<file path="src/rtl/rtc_cal_pkg.sv">
package rtc_cal_pkg;

   localparam int NUM_FIELDS = 8;
   localparam int F_SEC  = 0;
   localparam int F_MIN  = 1;
   localparam int F_HOUR = 2;
   localparam int F_DOW  = 3;
   localparam int F_DATE = 4;
   localparam int F_MON  = 5;
   localparam int F_YEAR = 6;
   localparam int F_CEN  = 7;

   localparam int HALT_BIT = 7;   // within seconds byte
   localparam int TEST_BIT = 6;   // within day-of-week byte

   function automatic logic [7:0] bcd_inc(input logic [7:0] v);
      if (v[3:0] >= 4'd9) return {v[7:4] + 4'd1, 4'd0};
      else                return {v[7:4], v[3:0] + 4'd1};
   endfunction

   function automatic logic leap_year(input logic [7:0] yr);
      if (yr[4]) return (yr[3:0] == 4'd2) || (yr[3:0] == 4'd6);
      else       return (yr[3:0] == 4'd0) || (yr[3:0] == 4'd4) || (yr[3:0] == 4'd8);
   endfunction

   function automatic logic [7:0] last_day(input logic [7:0] mon, input logic [7:0] yr);
      case (mon)
         8'h02:                      return leap_year(yr) ? 8'h29 : 8'h28;
         8'h04, 8'h06, 8'h09, 8'h11: return 8'h30;
         default:                    return 8'h31;
      endcase
   endfunction

endpackage

</file>
<file path="src/rtl/rtc_prescaler.sv">
module rtc_prescaler #(
   parameter int OSC_HZ = 32768,
   parameter int TDIV   = 32
) (
   input  logic clk,
   input  logic rst_n,
   input  logic clr,
   input  logic en,
   output logic sec_tick,
   output logic test_tick
);
   localparam int SW = (OSC_HZ > 1) ? $clog2(OSC_HZ) : 1;
   localparam int TW = (TDIV > 1) ? $clog2(TDIV) : 1;

   logic [SW-1:0] sec_cnt;
   logic [TW-1:0] tst_cnt;

   assign sec_tick  = en && (sec_cnt == SW'(OSC_HZ - 1));
   assign test_tick = en && (tst_cnt == TW'(TDIV - 1));

   always_ff @(posedge clk) begin
      if (!rst_n || clr) begin
         sec_cnt <= '0;
         tst_cnt <= '0;
      end else if (en) begin
         sec_cnt <= sec_tick  ? '0 : sec_cnt + 1'b1;
         tst_cnt <= test_tick ? '0 : tst_cnt + 1'b1;
      end
   end
endmodule

</file>
<file path="src/rtl/rtc_bcd_field.sv">
module rtc_bcd_field
   import rtc_cal_pkg::*;
#(
   parameter logic [7:0] MIN_VAL = 8'h00,
   parameter logic [7:0] MASK    = 8'hFF
) (
   input  logic       clk,
   input  logic       rst_n,
   input  logic       load,
   input  logic [7:0] ld_val,
   input  logic       inc,
   input  logic [7:0] max_val,
   output logic [7:0] q,
   output logic       at_max
);
   assign at_max = (q >= max_val);

   always_ff @(posedge clk) begin
      if (!rst_n)       q <= MIN_VAL;
      else if (load)    q <= ld_val & MASK;
      else if (inc)     q <= at_max ? MIN_VAL : bcd_inc(q);
   end
endmodule

</file>
<file path="src/rtl/bcd_calendar.sv">
module bcd_calendar
   import rtc_cal_pkg::*;
#(
   parameter int OSC_HZ  = 32768,
   parameter int TEST_HZ = 512
) (
   input  logic        clk,
   input  logic        rst_n,
   input  logic        osc_tick,
   input  logic        load,
   input  logic [63:0] ld_time,
   output logic [63:0] cur_time
);
   localparam int TDIV = (TEST_HZ > 0) ? OSC_HZ / (2 * TEST_HZ) : 1;

   localparam logic [NUM_FIELDS-1:0][7:0] FMASK =
      {8'h3F, 8'hFF, 8'h1F, 8'h3F, 8'h07, 8'h3F, 8'h7F, 8'h7F};
   localparam logic [NUM_FIELDS-1:0][7:0] FMIN =
      {8'h00, 8'h00, 8'h01, 8'h01, 8'h01, 8'h00, 8'h00, 8'h00};

   generate
      if (TEST_HZ < 1 || OSC_HZ < 2 * TEST_HZ) begin : g_bad_rate
         $error("bcd_calendar: TEST_HZ must be positive and at most OSC_HZ/2");
      end
      if ((OSC_HZ % (2 * TEST_HZ)) != 0) begin : g_bad_div
         $error("bcd_calendar: OSC_HZ must be a multiple of 2*TEST_HZ");
      end
   endgenerate

   logic [NUM_FIELDS-1:0][7:0] field_q;
   logic [NUM_FIELDS-1:0][7:0] max_v;
   logic [NUM_FIELDS-1:0]      at_max;
   logic [NUM_FIELDS-1:0]      inc_v;
   logic stop_q, test_q, phase_q;
   logic sec_tick, test_tick;
   logic tick_min, tick_hour, tick_day, tick_mon, tick_year, tick_cen;

   rtc_prescaler #(.OSC_HZ(OSC_HZ), .TDIV(TDIV)) u_div (
      .clk(clk), .rst_n(rst_n), .clr(load || stop_q),
      .en(osc_tick && !stop_q),
      .sec_tick(sec_tick), .test_tick(test_tick)
   );

   // ripple of carries; day of week and date both advance on the hour wrap
   always_comb begin
      tick_min  = sec_tick  && at_max[F_SEC];
      tick_hour = tick_min  && at_max[F_MIN];
      tick_day  = tick_hour && at_max[F_HOUR];
      tick_mon  = tick_day  && at_max[F_DATE];
      tick_year = tick_mon  && at_max[F_MON];
      tick_cen  = tick_year && at_max[F_YEAR];
      inc_v = {tick_cen, tick_year, tick_mon, tick_day, tick_day,
               tick_hour, tick_min, sec_tick};
      max_v = {8'h39, 8'h99, 8'h12, last_day(field_q[F_MON], field_q[F_YEAR]),
               8'h07, 8'h23, 8'h59, 8'h59};
   end

   genvar gi;
   generate
      for (gi = 0; gi < NUM_FIELDS; gi++) begin : g_field
         rtc_bcd_field #(.MIN_VAL(FMIN[gi]), .MASK(FMASK[gi])) u_fld (
            .clk(clk), .rst_n(rst_n), .load(load),
            .ld_val(ld_time[gi*8 +: 8]), .inc(inc_v[gi]),
            .max_val(max_v[gi]), .q(field_q[gi]), .at_max(at_max[gi])
         );
      end
   endgenerate

   always_ff @(posedge clk) begin
      if (!rst_n) begin
         stop_q <= 1'b0;
         test_q <= 1'b0;
      end else if (load) begin
         stop_q <= ld_time[F_SEC*8 + HALT_BIT];
         test_q <= ld_time[F_DOW*8 + TEST_BIT];
      end
   end

   always_ff @(posedge clk) begin
      if (!rst_n || load || !test_q || stop_q) phase_q <= 1'b0;
      else if (test_tick)                      phase_q <= ~phase_q;
   end

   always_comb begin
      cur_time = field_q;
      cur_time[F_SEC*8 + HALT_BIT] = stop_q;
      cur_time[F_DOW*8 + TEST_BIT] = test_q;
      if (test_q && !stop_q) cur_time[F_SEC*8] = phase_q;
   end
endmodule

</file>
<file path="config.mk">
export PLATFORM = sky130hd
export DESIGN_NAME = bcd_calendar
export DESIGN_NICKNAME = d
export VERILOG_FILES = /design/src/rtl/rtc_cal_pkg.sv /design/src/rtl/rtc_prescaler.sv /design/src/rtl/rtc_bcd_field.sv /design/src/rtl/bcd_calendar.sv
export SDC_FILE = /design/constraint.sdc
export NUM_CORES = 1
export LEC_CHECK = 0
export ABC_AREA = 1
export ABC_CLOCK_PERIOD_IN_PS = 4200
export CAP_MARGIN = 30
export CORE_MARGIN = 3
export CORE_UTILIZATION = 35
export DETAILED_ROUTE_END_ITERATION = 16
export HOLD_SLACK_MARGIN = 0.02
export PLACE_DENSITY_LB_ADDON = 0.08
export SETUP_SLACK_MARGIN = 0.05
export SLEW_MARGIN = 20
export SYNTH_ARGS = -nofsm -noshare
export SYNTH_HDL_FRONTEND = slang
export SYNTH_SLANG_ARGS = --single-unit
</file>
<file path="constraint.sdc">
create_clock -name clk -period 4.2 [get_ports clk]
set_input_delay 0.84 -clock clk [delete_from_list [all_inputs] [get_ports clk]]
set_output_delay 0.84 -clock clk [all_outputs]
set_load 0.005 [all_outputs]
</file>
==> results of run 1 <==
flip-flops by register name, indices dropped and copies added (netlist names):
signal / count
g_field.u_fld.q: 64
phase_q: 1
stop_q: 1
test_q: 1
u_div.sec_cnt: 15
u_div.tst_cnt: 5
synth_stat cells (3+ instances only):
cell / count / share of area
a21oi_1: 43 / 0.037
a22oi_1: 6 / 0.0077
a31oi_1: 18 / 0.019
buf_4: 65 / 0.083
clkbuf_1: 12 / 0.0077
dfxtp_1: 87 / 0.30
ha_1: 50 / 0.11
inv_1: 94 / 0.060
inv_2: 3 / 0.0019
nand2_1: 169 / 0.11
nand2_4: 3 / 0.0058
nand3_1: 53 / 0.045
nand3_2: 3 / 0.0051
nand3b_1: 5 / 0.0064
nand4_1: 15 / 0.016
nor2_1: 71 / 0.045
nor2_2: 3 / 0.0032
nor3_1: 13 / 0.011
nor4_1: 4 / 0.0043
o211ai_1: 8 / 0.010
o21ai_0: 43 / 0.037
o22ai_1: 4 / 0.0043
xnor2_1: 10 / 0.015
xor2_1: 14 / 0.021
through the flow:
stage	util	std cells
5_1_grt	0.440	1094
2_1_floorplan	-	822
3_5_place_dp	0.420	1078
3_3_place_gp	0.420	1078
6_report	0.440	1094
4_1_cts	0.440	1094
worst max-delay path by stage:
stage,end,slack (ns)
final,g_field[4].u_fld.q[2],1.06
after global routing,g_field[4].u_fld.q[2],0.69
after CTS,g_field[4].u_fld.q[2],1.02
after detailed placement,u_div.sec_cnt[7],0.96
after global placement,u_div.sec_cnt[7],0.95
after floorplan,g_field[4].u_fld.q[2],1.63
power by group through the flow:
stage               clock network, mW  registers (mW)  logic [mW]
floorplan                           0           0.906       0.218
global placement                    0           0.920       0.330
detailed placement                  0           0.920       0.335
CTS                             0.903           0.902       0.338
global route                    0.940           0.907       0.377
finish                          0.875           0.902       0.335
per-layer routing:
layer	wire length (um)	part of all wire	vias to the layer above	global-route usage
li1	-	-	2737	-
met1	7660	0.49	2453	0.232
met2	6880	0.44	113	0.270
met3	638	0.041	21	0.0279
met4	297	0.019	0	0.0571
met5	0	0	-	0
cell families after synthesis:
logic type,share of synthesized area
simple gates,0.274
buf+inv,0.159
compound gates,0.127
flops,0.297
fa+ha+maj,0.107
xor+xnor,0.0359
layout make-up:
cell class | count | area (sq um)
fillers | 1677 | 9020
multi-input cells | 556 | 3190
flip-flops and latches | 87 | 1740
repair buffers | 122 | 1200
inverters | 97 | 364
well taps | 216 | 270
clock buffers | 11 | 243
clock inverters | 5 | 81.3
critical path: cells and delay by family, from the launching register on:
kind / cells / cell delay, ns
compound gates: 6 / 0.97
fa+ha+maj: 2 / 0.51
buf+inv: 1 / 0.12
flops: 1 / 0.45
simple gates: 8 / 1.02
==> impl_results.md, run 1 <==
- Seq pwr share: 0.427
- Pin count of the biggest net entering global routing: 34
- Total CTS buffers: 9
- DIE WIDTH: between 100 and 150 um
- Critical Path Most Common Cell: nand2_1
- Power share of the clock group: 0.414
- Static Leak: between 2 and 3 nW
- # diodes: 0
- Fin area: 7090 sq um
- Port bufs: around 120
- CP arrival: between 3 and 4 ns
- Most frequent cells in the layout: 169 x nand2_1, 116 x clkdlybuf4s50_1, 94 x inv_1
- Critical Path End Type: flop
- WL per Instance: about 14 um
- Sw Pwr: 0.552 mW
- Worst slew pin tran: between 0.6 and 0.7 ns
- Async set-reset flop share out of synthesis: 0
- Reg-to-reg critical path startpoint: g_field[5].u_fld.q[0]
- Logic pwr share: 0.158
- RSZ-0062 raised after global routing: no
- Dpl ws: around 0.96 ns
- Drt total wl: ~15 mm
- Worst rel slew slack: 0.575
- Vias per Instance: slightly below 5
- GRT overflow: 0
- Yosys cell types: 42
- Vias in the first global route: 5088
- R2R Setup Slk: around 1.1 ns
- Starting Density: 0.364
- Die Y: ~140 um
- Core area: between 15000 and 20000 sq um
- Routed Antenna Nets: 0
- Number of remaining DRC errors: 0
- Hold path depth: 2
- RD Place Congestion: around 0.81
- Mapped Area: approximately 6000 sq um
- Post-layout worst setup margin: ~1.1 ns
- Hold Path End: g_field[0].u_fld.q[7]
- Vias: approximately 5300
- Internal power: 1.56 mW
- Final min period: ~3.1 ns
- Status: finished clean
- Worst min-delay path startpoint: g_field[0].u_fld.q[7]
- Critical Path Max Stage Delay: approximately 0.45 ns
- Final count of negative-setup-slack endpoints: 0
- Number of synthesized flops with an enable pin: 0
- Die area: between 15000 and 20000 sq um
- Most common library cell in the layout ignoring fill and taps: nand2_1
- Total GRT Usage: 0.169
- Clk_skew: between 0.008 and 0.009 ns
- Synthesis-stage register bit count: slightly below 90
- Final Power: approximately 2.1 mW
- Reg2reg end: g_field[4].u_fld.q[2]
- Req. time, crit path: between 4 and 5 ns
- Syn Inst Count: 822
- I/O Pins: ~130
- Hold Fails Final Rpt: 0
- Final HPWL DP: ~12 mm
- H-tree levels: 3
- Initial DRC count: ~320
- Share of cells above drive strength 1: 0.0478
- Crit. Startpoint: g_field[5].u_fld.q[0]
- Worst path cell trace: inv_1, ha_1, o21ai_0, o21ai_0, a32oi_1, nor2_1, a31oi_1, ha_1, nand2_1, nor2_1, nand2_1, nand3b_1, nor2_1, nand2_1, o21ai_0, nand2_1, a21oi_1
- Hold Path Class: flop to flop
- Sink Count: 87
- # Max-Cap Violations: 0
- CP Launch Type: flop
- Number of hold buffers added after cts: 0
- Reg clk slew, reported paths: around 0.070 ns
- Post-DP Area: ~6800 sq um
- Post_cts resized: 0
- Part of the cycle the worst path needs: 0.749
- Layout overhead on the synthesized area: 21.0%
- Pwr per Cell Area: 298 nW/um^2
- CTS tree: yes
- Initial antenna violation count: 0
- Crit path max fanout: 7
- Worst vdd ir: 0.216 mV
- Fin Hold WS: ~0.44 ns
- Avg Synthesized Cell Area: 7.13 sq um
- Crit path kind: flop to flop
- Row cnt: 46
- Maximum clock rate: 0.318 GHz
- Setup Buffers After CTS: 0
- Final #Nets: around 1000
- Count of pins over their slew limit: 0
- Switching Share: 0.262
- Fin Setup TNS: 0 ns
- Ys Warns: 0
- Worst skew pair latency: ~0.35 ns
- Sequential share of the synthesized area: 0.297
- Post-synth top flop: dfxtp_1
- Clock Tree Buf Depth: 2
- Syn_nets: between 900 and 1000
- First-pass GRT wire length: 25.1 mm
- Root buffer cell: clkbuf_16
- FF-to-FF path depth: 17
- First-pass DRT Iterations: 4
- Crit path max-delay cell type: dfxtp_1
No activity file was read; power rests on OpenSTA's default activity.
==> inputs of run 2 (changes only) <==
--- a/config.mk
+++ b/config.mk
@@ -6,7 +6,7 @@
 export NUM_CORES = 1
 export LEC_CHECK = 0
 export ABC_AREA = 1
-export ABC_CLOCK_PERIOD_IN_PS = 4200
+export ABC_CLOCK_PERIOD_IN_PS = 3270
 export CAP_MARGIN = 30
 export CORE_MARGIN = 3
 export CORE_UTILIZATION = 35
==> constraint.sdc (replaced) <==
create_clock -name clk -period 3.27 [get_ports clk]
set_input_delay 0.654 -clock clk [delete_from_list [all_inputs] [get_ports clk]]
set_output_delay 0.654 -clock clk [all_outputs]
set_load 0.005 [all_outputs]
==> impl_results.md, run 2 (synthesized netlist as in run 1, its figures left out) <==
- Req. time, crit path: between 3 and 4 ns
- # diodes: 0
- Crit path max fanout: 7
- Post-layout worst setup margin: around 0.35 ns
- H-tree levels: 3
- Worst vdd ir: 0.305 mV
- Clock Tree Buf Depth: 2
- WL per Instance: 14.5 um
- Logic pwr share: 0.161
- Finished Core Util: 0.443
- Maximum clock rate: ~0.34 GHz
- Internal power: 2.00 mW
- Drt total wl: 16.0 mm
- Starting Density: 0.364
- Final #Nets: between 900 and 1000
- Pwr per Cell Area: around 380 nW/um^2
- Reg2reg end: g_field[7].u_fld.q[4]
- Row cnt: 46
- Count of pins over their slew limit: 0
- FILL cells: 1650
- DIE WIDTH: around 140 um
- Final HPWL DP: between 10 and 15 mm
- Total GRT Usage: 0.176
- Die area: between 15000 and 20000 sq um
- First-pass DRT Iterations: 4
- R2R Setup Slk: 0.35 ns
- FF-to-FF path depth: 19
- Pin count of the biggest net entering global routing: 31
- CP arrival: roughly 3.2 ns
- Vias in the first global route: ~5100
- First-pass GRT wire length: roughly 26 mm
- RD Place Congestion: ~0.84
- Vias per Instance: 4.89
- Part of the cycle the worst path needs: 0.892
- Final min period: 2.92 ns
- Worst slew pin tran: between 0.5 and 0.6 ns
- Cells after DPL: 1081
- Status: finished clean
- Power share of the clock group: 0.412
- Seq pwr share: 0.427
- Initial antenna violation count: 0
- I/O Pins: 132
- # Max-Cap Violations: 0
- Clk_skew: roughly 0.0078 ns
- Reg clk slew, reported paths: 0.07 ns
- Routed Antenna Nets: 0
- Reg-to-reg critical path startpoint: g_field[5].u_fld.q[0]
- CP Launch Type: flop
- Total CTS buffers: 9
- Most frequent cells in the layout: 169 x nand2_1, 116 x clkdlybuf4s50_1, 93 x inv_1
- Sink Count: 87
- Number of remaining DRC errors: 0
- Port bufs: between 100 and 150
- Switching Share: 0.263
- Crit path kind: flop to flop
- Root buffer cell: clkbuf_16
- Final count of negative-setup-slack endpoints: 0
- Max reg flops: 64
- Largest register by flop count: g_field.u_fld.q
- Worst skew pair latency: 0.35 ns
- Initial DRC count: ~320
- Core area: between 15000 and 20000 sq um
- Non-filler instance count after layout: roughly 1100
- Hold Path Class: flop to flop
- Sw Pwr: just over 0.7 mW
- Fin Hold WS: between 0.4 and 0.5 ns
- Die Y: 135 um
- Share of cells above drive strength 1: 0.0567
- Static Leak: 2.98 nW
- Layout overhead on the synthesized area: 21.8%
- Hold Fails Final Rpt: 0
- Fin Setup TNS: 0 ns
- Biggest regs: g_field.u_fld.q (64), u_div.sec_cnt (15), u_div.tst_cnt (5)
- Critical Path End Type: flop
- CTS tree: yes
- Crit. Startpoint: g_field[5].u_fld.q[0]
- Vias: ~5400
- RSZ-0062 raised after global routing: no
- Setup crit end: g_field[7].u_fld.q[4]
- GRT overflow: 0
- Dpl ws: about 0.14 ns
- Most common library cell in the layout ignoring fill and taps: nand2_1
- Worst rel slew slack: 0.636
==> run 2: cell count changes in the layout (fill, tap and decap cells not counted), sizes merged <==
cell      change
buf           +5
clkinvlp      -1
==> run 2: area by class of cell <==
class / instances / area [sq um] / share of cell area
Timing Repair Buffer: 127 / 1240 / 0.174
Multi-Input combinational cell: 556 / 3200 / 0.449
Tap cell: 216 / 270 / 0.0379
Sequential cell: 87 / 1740 / 0.244
Clock buffer: 11 / 243 / 0.0340
Clock inverter: 4 / 70.1 / 0.00982
Inverter: 97 / 364 / 0.0510
==> run 2: worst min path at each step <==
stage,start,to,depth (start not counted),slack (ns)
global placement,g_field[0].u_fld.q[7],g_field[0].u_fld.q[7],2,0.43
finish,g_field[0].u_fld.q[7],g_field[0].u_fld.q[7],2,0.45
floorplan,g_field[0].u_fld.q[7],g_field[0].u_fld.q[7],2,0.42
detailed placement,g_field[0].u_fld.q[7],g_field[0].u_fld.q[7],2,0.43
CTS,g_field[0].u_fld.q[7],g_field[0].u_fld.q[7],2,0.45
global route,g_field[0].u_fld.q[7],g_field[0].u_fld.q[7],2,0.46
==> run 2: timing repair <==
| item | CTS | global route |
|---|---|---|
| setup endpoints to repair | 0 | 21 |
| resized for setup | 0 | 7 |
| setup buffers | 0 | 2 |
| hold buffers | 0 | 0 |
==> run 2: critical path: stages, from the launching register on <==
cell and delay, ns:
dfxtp_2 0.39, inv_1 0.10, ha_1 0.23, o21ai_0 0.14, o21ai_0 0.10, a32oi_1 0.23
nor2_1 0.07, a31oi_1 0.16, ha_1 0.25, nand2_1 0.07, nor2_1 0.04, nand2_1 0.05
nand3b_1 0.25, buf_4 0.24, nand3_2 0.15, nand2_4 0.11, nand2_2 0.08, nand2_1 0.05
nand2_1 0.05, nor2_1 0.04
==> run 2: per-layer routing <==
layer | routed length [um] | global-route usage | vias to the layer above
met5 | 0 | 0 | -
met4 | 288 | 0.0543 | 0
met3 | 871 | 0.0379 | 23
met2 | 7320 | 0.285 | 137
met1 | 7470 | 0.235 | 2460
li1 | - | - | 2748
==> run 2: power by group through the flow <==
stage | clock, mW | combinational (mW) | sequential (mW)
after floorplan | 0 | 0.280 | 1.16
after global placement | 0 | 0.429 | 1.18
after detailed placement | 0 | 0.436 | 1.18
after CTS | 1.15 | 0.439 | 1.16
after global routing | 1.20 | 0.493 | 1.17
final | 1.12 | 0.437 | 1.16
==> run 2: stage by stage <==
stage          total power, mW  instance area [sq um]
2_1_floorplan             1.44                   5860
3_3_place_gp              1.61                   6790
3_5_place_dp              1.62                   6790
4_1_cts                   2.75                   7100
5_1_grt                   2.85                   7140
6_report                  2.72                   7140
==> inputs of run 3 (changes only) <==
--- a/config.mk
+++ b/config.mk
@@ -9,7 +9,7 @@
 export ABC_CLOCK_PERIOD_IN_PS = 3270
 export CAP_MARGIN = 30
 export CORE_MARGIN = 3
-export CORE_UTILIZATION = 35
+export CORE_UTILIZATION = 51
 export DETAILED_ROUTE_END_ITERATION = 16
 export HOLD_SLACK_MARGIN = 0.02
 export PLACE_DENSITY_LB_ADDON = 0.08
==> impl_results.md, run 3 (synthesized netlist as in run 1, its figures left out) <==
- Sw Pwr: 0.710 mW
- Crit path max fanout: 13
- # diodes: 0
- Final min period: roughly 2.9 ns
- GRT Max-Usage Layer: met2
- Worst skew pair latency: 0.35 ns
- Part of the cycle the worst path needs: 0.880
- Dpl ws: ~0.26 ns
- Total CTS buffers: 9
- Worst slew pin tran: about 0.4 ns
- RSZ-0062 raised after global routing: no
- Worst vdd ir: a little over 0.3 mV
- Grt met1 use: 0.294
- Drt total wl: approximately 15 mm
- GRT overflow: 0
- Routed Antenna Nets: 0
- Vias per Instance: approximately 5.3
- Clock Tree Buf Depth: 2
- Setup crit end: g_field[6].u_fld.q[6]
- Largest register by flop count: g_field.u_fld.q
- Pin count of the biggest net entering global routing: 31
- Pwr per Cell Area: between 300 and 400 nW/um^2
- Status: finished clean
- Vias in the first global route: roughly 5200
- Root buffer cell: clkbuf_16
- Most common library cell in the layout ignoring fill and taps: nand2_1
- Maximum clock rate: ~0.35 GHz
- Max reg flops: 64
- Internal power: ~2 mW
- Crit path kind: flop to flop
- WL per Instance: between 10 and 15 um
- Layout overhead on the synthesized area: 20.2%
- Met2 Usage GRT: 0.395
- CTS tree: yes
- Sink Count: just under 90
- Count of pins over their slew limit: 0
- Post-layout worst setup margin: approximately 0.39 ns
- # Max-Cap Violations: 0
- Number of hold buffers added after cts: 0
- Initial antenna violation count: 0
- Seq pwr share: 0.430
- Fin Setup TNS: 0 ns
- Final #Nets: 998
- Row cnt: 38
- Fin Hold WS: approximately 0.45 ns
- Die Y: approximately 110 um
- Number of remaining DRC errors: 0
- Crit. Startpoint: g_field[5].u_fld.q[1]
- Final count of negative-setup-slack endpoints: 0
- Biggest regs: g_field.u_fld.q (64), u_div.sec_cnt (15), u_div.tst_cnt (5)
- Starting Density: 0.531
- FF-to-FF path depth: 19
- Port bufs: 117
- Critical Path End Type: flop
- Total GRT Usage: 0.232
- Clk_skew: slightly above 0.004 ns
- Reg-to-reg critical path startpoint: g_field[5].u_fld.q[1]
- Switching Share: 0.264
- Hold Path Class: flop to flop
- Initial DRC count: 296
- RD Place Congestion: 0.842
- Core area: roughly 11000 sq um
- Power share of the clock group: 0.408
- Hold Fails Final Rpt: 0
- DIE WIDTH: 113 um
- Req. time, crit path: roughly 3.5 ns
- R2R Setup Slk: just under 0.4 ns
- I/O Pins: 132
- Share of cells above drive strength 1: 0.0576
- Reg clk slew, reported paths: around 0.060 ns
- H-tree levels: 3
- CP Launch Type: flop
- Static Leak: between 2 and 3 nW
- Vias: 5433
- CP arrival: 3.13 ns
- Logic pwr share: 0.162
- Die area: 12800 sq um
- Reg2reg end: g_field[6].u_fld.q[6]
- Met3 usage: 0.0481
- Worst rel slew slack: 0.731
- First-pass GRT wire length: 24.4 mm
- First-pass DRT Iterations: 4
- Most frequent cells in the layout: 169 x nand2_1, 116 x clkdlybuf4s50_1, 94 x inv_1
- Final HPWL DP: roughly 11 mm
## run 3: how the worst min path moves through the flow
| stage | startpoint | slack, ns | cells past startpoint | end |
|---|---|---|---|---|
| floorplan | g_field[0].u_fld.q[7] | 0.42 | 2 | g_field[0].u_fld.q[7] |
| global placement | g_field[0].u_fld.q[7] | 0.44 | 2 | g_field[0].u_fld.q[7] |
| detailed placement | g_field[0].u_fld.q[7] | 0.44 | 2 | g_field[0].u_fld.q[7] |
| CTS | g_field[0].u_fld.q[7] | 0.45 | 2 | g_field[0].u_fld.q[7] |
| global route | g_field[0].u_fld.q[7] | 0.46 | 2 | g_field[0].u_fld.q[7] |
| finish | g_field[0].u_fld.q[7] | 0.45 | 2 | g_field[0].u_fld.q[7] |
## run 3: metrics by stage
step	total power [mW]	util	instance area, sq um	cells
final	2.69	0.638	7040	1025
after global placement	1.60	0.608	6710	1007
after global routing	2.82	0.638	7040	1025
after floorplan	1.44	-	5860	822
after detailed placement	1.61	0.608	6710	1007
after CTS	2.71	0.637	7020	1023
## run 3: timing repair
item / in CTS / in global routing
buffers inserted: 0 / 2
resized for setup: 0 / 1
setup endpoints to repair: 0 / 5
## run 3: final cells by class
class	instances	area (sq um)
repair buffers	129	1260
fillers	1012	3990
clock inverters	7	87.6
multi-input cells	556	3190
flip-flops and latches	87	1740
inverters	97	364
well taps	140	175
clock buffers	9	225
## run 3: critical path: stages (launching register included)
cell and delay [ns]:
dfxtp_1 0.45, inv_1 0.13, ha_1 0.19, o21ai_0 0.14
o21ai_0 0.11, a32oi_1 0.26, nor2_1 0.07, a31oi_1 0.17
ha_1 0.25, nand2_1 0.06, nor2_1 0.04, nand2_1 0.05
nand3b_1 0.15, buf_4 0.20, nand2_4 0.08, nand2_4 0.11
nand3_2 0.14, nand2_1 0.06, nand2_1 0.05, nor2_1 0.04
## run 3: per-layer routing
layer / vias to the layer above / share of wire
met5: - / 0
met4: 0 / 0.017
met3: 20 / 0.053
met2: 133 / 0.48
met1: 2520 / 0.45
li1: 2760 / -
## run 3: power groups by stage
stage	logic [mW]	registers (mW)	clock network, mW
after CTS	0.436	1.16	1.12
after global routing	0.488	1.16	1.17
after floorplan	0.280	1.16	0
after detailed placement	0.432	1.18	0
after global placement	0.422	1.18	0
final	0.435	1.16	1.10
